## config.mk

```make
export PLATFORM = sky130hd
export DESIGN_NAME = gpio_regblk
export DESIGN_NICKNAME = d
export VERILOG_FILES = /design/src/rtl/gpio_regblk_pkg.sv /design/src/rtl/gpio_addr_dec.sv /design/src/rtl/gpio_pin_state.sv /design/src/rtl/gpio_rd_port.sv /design/src/rtl/gpio_regblk.sv
export SDC_FILE = /design/constraint.sdc
export NUM_CORES = 1
export LEC_CHECK = 0
export ABC_AREA = 1
export BUFFER_PORTS_ARGS = -buffer_cell sky130_fd_sc_hd__buf_2
export CAP_MARGIN = 20
export CORE_ASPECT_RATIO = 0.6
export CORE_MARGIN = 3
export CORE_UTILIZATION = 40
export DETAILED_ROUTE_END_ITERATION = 10
export PLACE_DENSITY = 0.56
export REMOVE_ABC_BUFFERS = 1
export SLEW_MARGIN = 20
export SYNTH_ARGS = -nofsm -noshare
export SYNTH_HDL_FRONTEND = slang
export SYNTH_SLANG_ARGS = --single-unit
```

## constraint.sdc

```tcl
create_clock -name clk -period 3.51 [get_ports clk]
set_input_delay 0 -clock clk [delete_from_list [all_inputs] [get_ports clk]]
set_output_delay 0 -clock clk [all_outputs]
set_load 0.01 [all_outputs]
```

## src/rtl/gpio_regblk_pkg.sv

```systemverilog
package gpio_regblk_pkg;

   localparam int unsigned OFF_LEVEL = 32'h00;
   localparam int unsigned OFF_DIR   = 32'h04;
   localparam int unsigned OFF_SET   = 32'h08;
   localparam int unsigned OFF_CLR   = 32'h0C;
   localparam int unsigned OFF_RISE  = 32'h10;
   localparam int unsigned OFF_FALL  = 32'h14;
   localparam int unsigned OFF_EDGE  = 32'h18;
   localparam int unsigned OFF_SPARE = 32'h20;

   // Highest offset in use; the address must reach it.
   localparam int unsigned OFF_TOP   = OFF_SPARE;

   typedef enum logic [2:0] {
      SEL_NONE,
      SEL_LEVEL,
      SEL_DIR,
      SEL_SET,
      SEL_CLR,
      SEL_EDGECTL,
      SEL_SPARE
   } gpio_sel_e;

endpackage

```

## src/rtl/gpio_addr_dec.sv

```systemverilog
module gpio_addr_dec
   import gpio_regblk_pkg::*;
#(
   parameter int unsigned ADDR_W = 8
) (
   input  logic [ADDR_W-1:0] addr,
   output gpio_sel_e         sel
);

   localparam logic [ADDR_W-1:0] A_LEVEL = ADDR_W'(OFF_LEVEL);
   localparam logic [ADDR_W-1:0] A_DIR   = ADDR_W'(OFF_DIR);
   localparam logic [ADDR_W-1:0] A_SET   = ADDR_W'(OFF_SET);
   localparam logic [ADDR_W-1:0] A_CLR   = ADDR_W'(OFF_CLR);
   localparam logic [ADDR_W-1:0] A_RISE  = ADDR_W'(OFF_RISE);
   localparam logic [ADDR_W-1:0] A_FALL  = ADDR_W'(OFF_FALL);
   localparam logic [ADDR_W-1:0] A_EDGE  = ADDR_W'(OFF_EDGE);
   localparam logic [ADDR_W-1:0] A_SPARE = ADDR_W'(OFF_SPARE);

   always_comb begin
      sel = SEL_NONE;
      // Only whole-word accesses: a misaligned offset maps to nothing.
      if (addr[1:0] == 2'b00) begin
         case (addr)
            A_LEVEL: sel = SEL_LEVEL;
            A_DIR:   sel = SEL_DIR;
            A_SET:   sel = SEL_SET;
            A_CLR:   sel = SEL_CLR;
            A_RISE,
            A_FALL,
            A_EDGE:  sel = SEL_EDGECTL;
            A_SPARE: sel = SEL_SPARE;
            default: sel = SEL_NONE;
         endcase
      end
   end

endmodule

```

## src/rtl/gpio_pin_state.sv

```systemverilog
module gpio_pin_state
   import gpio_regblk_pkg::*;
#(
   parameter int unsigned DATA_W = 32
) (
   input  logic              clk,
   input  logic              rst_n,
   input  logic              wr_en,
   input  gpio_sel_e         sel,
   input  logic [DATA_W-1:0] wdata,
   output logic [DATA_W-1:0] level_q,
   output logic [DATA_W-1:0] dir_q,
   output logic [DATA_W-1:0] spare_q,
   output logic              err_q
);

   logic hits_output;
   logic is_strobe;

   assign hits_output = |(wdata & dir_q);
   assign is_strobe   = wr_en && ((sel == SEL_SET) || (sel == SEL_CLR));

   always_ff @(posedge clk or negedge rst_n) begin
      if (!rst_n) begin
         level_q <= '0;
         dir_q   <= '0;
         spare_q <= '0;
         err_q   <= 1'b0;
      end else begin
         err_q <= is_strobe && !hits_output;
         if (wr_en) begin
            case (sel)
               SEL_DIR:   dir_q   <= wdata;
               SEL_SPARE: spare_q <= wdata;
               SEL_SET:   if (hits_output) level_q <= level_q | wdata;
               SEL_CLR:   if (hits_output) level_q <= level_q & ~wdata;
               default:   ;
            endcase
         end
      end
   end

endmodule

```

## src/rtl/gpio_rd_port.sv

```systemverilog
module gpio_rd_port
   import gpio_regblk_pkg::*;
#(
   parameter int unsigned DATA_W = 32
) (
   input  logic              clk,
   input  logic              rst_n,
   input  logic              rd_en,
   input  gpio_sel_e         sel,
   input  logic [DATA_W-1:0] level,
   input  logic [DATA_W-1:0] dir,
   input  logic [DATA_W-1:0] spare,
   output logic [DATA_W-1:0] rdata_q
);

   logic [DATA_W-1:0] rd_mux;

   always_comb begin
      case (sel)
         SEL_LEVEL: rd_mux = level;
         SEL_DIR:   rd_mux = dir;
         SEL_SPARE: rd_mux = spare;
         default:   rd_mux = '0;
      endcase
   end

   always_ff @(posedge clk or negedge rst_n) begin
      if (!rst_n)     rdata_q <= '0;
      else if (rd_en) rdata_q <= rd_mux;
   end

endmodule

```

## src/rtl/gpio_regblk.sv

```systemverilog
module gpio_regblk
   import gpio_regblk_pkg::*;
#(
   parameter int unsigned DATA_W      = 32,
   parameter int unsigned ADDR_W      = 8,
   parameter int unsigned NUM_LOW_IRQ = 8
) (
   input  logic                   clk,
   input  logic                   rst_n,
   input  logic                   wr_en,
   input  logic                   rd_en,
   input  logic [ADDR_W-1:0]      addr,
   input  logic [DATA_W-1:0]      wdata,
   output logic [DATA_W-1:0]      rdata,
   output logic                   wr_err,
   output logic [NUM_LOW_IRQ-1:0] irq_low,
   output logic                   irq_high
);

   localparam int unsigned MIN_ADDR_W = $clog2(OFF_TOP + 4);

   if (ADDR_W < MIN_ADDR_W) begin : g_bad_addr_w
      $error("gpio_regblk: ADDR_W too small for the register map");
   end
   if (DATA_W < 1) begin : g_bad_data_w
      $error("gpio_regblk: DATA_W must be at least 1");
   end
   if (NUM_LOW_IRQ < 1) begin : g_bad_irq_n
      $error("gpio_regblk: NUM_LOW_IRQ must be at least 1");
   end

   gpio_sel_e         sel;
   logic [DATA_W-1:0] level_q;
   logic [DATA_W-1:0] dir_q;
   logic [DATA_W-1:0] spare_q;

   gpio_addr_dec #(.ADDR_W(ADDR_W)) u_dec (
      .addr (addr),
      .sel  (sel)
   );

   gpio_pin_state #(.DATA_W(DATA_W)) u_state (
      .clk     (clk),
      .rst_n   (rst_n),
      .wr_en   (wr_en),
      .sel     (sel),
      .wdata   (wdata),
      .level_q (level_q),
      .dir_q   (dir_q),
      .spare_q (spare_q),
      .err_q   (wr_err)
   );

   gpio_rd_port #(.DATA_W(DATA_W)) u_rd (
      .clk     (clk),
      .rst_n   (rst_n),
      .rd_en   (rd_en),
      .sel     (sel),
      .level   (level_q),
      .dir     (dir_q),
      .spare   (spare_q),
      .rdata_q (rdata)
   );

   // Interrupt lines are wired but have no source yet.
   for (genvar i = 0; i < NUM_LOW_IRQ; i++) begin : g_irq_low
      assign irq_low[i] = 1'b0;
   end
   assign irq_high = 1'b0;

endmodule

```

==> results.toml <==
[layout]
count_of_antenna_diodes_in_the_layout = 0
layout-drive-gt1-share_pct = 14.1
final-seq-area_um2 = 3230
final_nets = 923
finalNonFillerCells = 1090
finish.utilization_pct = 51.5
multi_input_area_um2 = 2490
area_growth_pct = 24.3
fillerInstances = 1396

[logic_synthesis]
area_of_the_mapped_netlist_um2 = 6100
yosys-top-cells-count = "nand2_1 (346), dfrtp_1 (129), nand3_1 (97)"
yosysSeqAreaShare_pct = 52.9
post-synth-top-area-cell = "dfrtp_1"
yosys-top-cells-area = "dfrtp_1 (53%), nand2_1 (21%), nand3_1 (8.0%), nand4_1 (3.3%), o21ai_1 (2.9%)"
synth_most_common_cell = "nand2_1"
synth_cell_type_count = 21
synthesis.area_per_instance_um2 = 7.74
share_of_synthesized_registers_carrying_an_async_set_or_reset_pct = 100
netlist_instances = 788
synth-warning-count = 0
synth_top_cell_area_share_pct = 52.9
synth-seq-cells = 129
top_ff_cell_synth = "dfrtp_1"
synth_enable_flop_cells = 0

[place]
place_congestion = 0.792
numPlacedInstances = 1024
dpl.hpwl_um = 9930
dpl_worst_slack_ns = 1.35
placement.io_buffers = 76

[timing]
setup_violations = 0
rsz_0062_raised_after_global_routing = "false"
fin_skew_ns = 0.0116
final_tns_setup_ns = 0
post-route-period-util_pct = 54.9
final-hold-violation-count = 0
relSlewSlack_pct = 35.3
report.final.slew_viol_count = 0
finalCriticalPeriod_ns = 1.93
achievable-frequency_ghz = 0.519
timing.final.ws_setup_ns = 1.58
worst_slew_pin_slew_ns = 0.968

[cts]
htree_num_levels = 4
cts.repair_timing.setup_buffer_count = 0
worst_setup_hold_path_clk_slew_ns = 0.06
cts_made_buffers = 17
clock_path_buffers = 2
clk-insertion-delay-late_ns = 0.42
post_cts.resized_instances = 0
cts.sinks = 129
tritoncts = "yes"
ctsHoldBuffers = 34
clock-root-buffer = "clkbuf_16"

[route]
post_detailed_routing_wire_length_um = 17000
via_count = 5547
drc = 0
drt-initial-drc-count = 526
number_of_antenna_violating_nets_in_the_routed_design = 0
drt-wirelength-per-cell_um = 15.6
via_to_cell_ratio = 5.09
detail_route.first_pass.iterations = 5

[power_and_ir_drop]
p_leak_nw = 4.00
total_power_w = 0.00390
vdd_ir_drop_max_uv = 267
power_density_over_the_cells_nw_per_um2 = 514

[worst_setup_path]
timing.rr.start = "u_state.dir_q[8]"
critical_path_peak_fanout = 65
cp-end-kind = "register"
worstRegToRegCells = 8
critPathArrivalTime_ns = 2.22
setup.worst_path.start = "u_state.dir_q[8]"
critPathRequiredTime_ns = 3.80
ff2ff_setup_slack_ns = 1.58
start_kind = "register"
setup.worst_path.class = "reg2reg"

[status]
status = "completed"

[global_route]
grt_start_max_net_pins = 66
grt_antenna_before_repair = 0
grt_pass1_vias = 5527
wire_length_of_the_first_global_routing_pass_um = 28100
grt_usage_pct = 21.5
globalRoute.totalOverflow = 0

[floorplanning]
floorplan.initialDensity_pct = 41.4
floorplan.die.height_um = 102
dieArea_um2 = 16800
chipWidth_um = 165
boundaryPins = 86
core_region_area_um2 = 14700
num_rows = 34

[run]
max_cap_viol_count = 0

[hold_path]
min-delay-path-class = "in2reg"
layout make-up:
cell class	count	share of cell area, %
clock buffer	20	6.02
clock inverter	12	2.71
inverter	38	1.88
multi-input combinational	573	32.9
sequential	129	42.6
tap	198	3.27
timing repair buffer	120	10.7
critical path: stages, from the launching register on:
cell and delay (ns):
dfrtp_1 0.39, nand2_1 0.07, nand2_1 0.09, nor2_1 0.24, nand2_1 0.09, nor2_1 0.20
nand2_4 0.40, nand4_1 0.21, nand2_1 0.08
cells in the final DEF, fill, tap and decap left out:
| cell type | synthesis | layout |
|---|---|---|
| nor2_1 | 17 | 16 |
| clkbuf_8 | 0 | 2 |
| inv_2 | 0 | 1 |
| nand2_2 | 1 | 1 |
| nand3_1 | 97 | 97 |
| nand4_1 | 32 | 32 |
| clkinv_4 | 0 | 3 |
| nor3_1 | 1 | 1 |
| buf_12 | 0 | 1 |
| clkbuf_1 | 22 | 1 |
| bufinv_16 | 0 | 5 |
| dfrtp_1 | 129 | 129 |
| o21ai_1 | 35 | 35 |
| nor2_2 | 2 | 2 |
| nand2_1 | 346 | 345 |
| conb_1 | 1 | 9 |
| clkinvlp_4 | 0 | 2 |
| buf_2 | 12 | 75 |
| nand2_4 | 0 | 1 |
| clkinv_1 | 1 | 1 |
| nand3_2 | 1 | 1 |
| buf_4 | 15 | 10 |
| clkinv_2 | 0 | 1 |
| dlygate4sd3_1 | 0 | 34 |
| nor2_4 | 1 | 2 |
| o21ai_0 | 29 | 29 |
| nand3b_1 | 1 | 1 |
| inv_1 | 37 | 36 |
| inv_6 | 0 | 1 |
| clkbuf_16 | 0 | 17 |
| nor4_4 | 1 | 1 |
cell families (layout without fill, tap and decap cells):
| group | after synthesis | after routing | share of synthesized area (%) |
|---|---|---|---|
| buffers and inverters | 94 | 190 | 6.96 |
| AOI/OAI and AO/OA | 64 | 64 | 5.25 |
| other | 1 | 9 | 0.0615 |
| and+or+nand+nor | 500 | 500 | 34.8 |
| DFF | 129 | 129 | 52.9 |
power breakdown:
part	internal [W]	switching (W)	total [W]
registers	0.00154	0.0000338	0.00158
logic	0.0000966	0.000240	0.000337
clock network	0.00130	0.000678	0.00198
how the worst min path moves through the flow:
stage / start / to / slack, ns / depth (start not counted)
6_report: rd_en / u_rd.rdata_q[26] / 0.13 / 4
4_1_cts: rd_en / u_rd.rdata_q[29] / 0.13 / 4
5_1_grt: rd_en / u_rd.rdata_q[26] / 0.18 / 4
2_1_floorplan: rst_n / asynchronous set/reset pin / -0.30 / 0
3_5_place_dp: rst_n / u_rd.rdata_q[28] / 0.18 / 1
3_3_place_gp: rst_n / u_rd.rdata_q[28] / 0.17 / 1
through the flow:
step | area [um2] | hold slack (ns)
global placement | 6580 | 0.169
CTS | 7580 | 0.132
detailed placement | 6580 | 0.182
finish | 7580 | 0.126
floorplan | 5850 | -0.296
global route | 7580 | 0.185
routing by layer:
layer  share of wire (%)  GRT usage, %
met1                  49          30.4
met2                  43          32.6
met3                 6.7          5.31
met4                 1.2          6.90
met5                   0             0
Note: power is estimated with default switching activity, not from simulation.
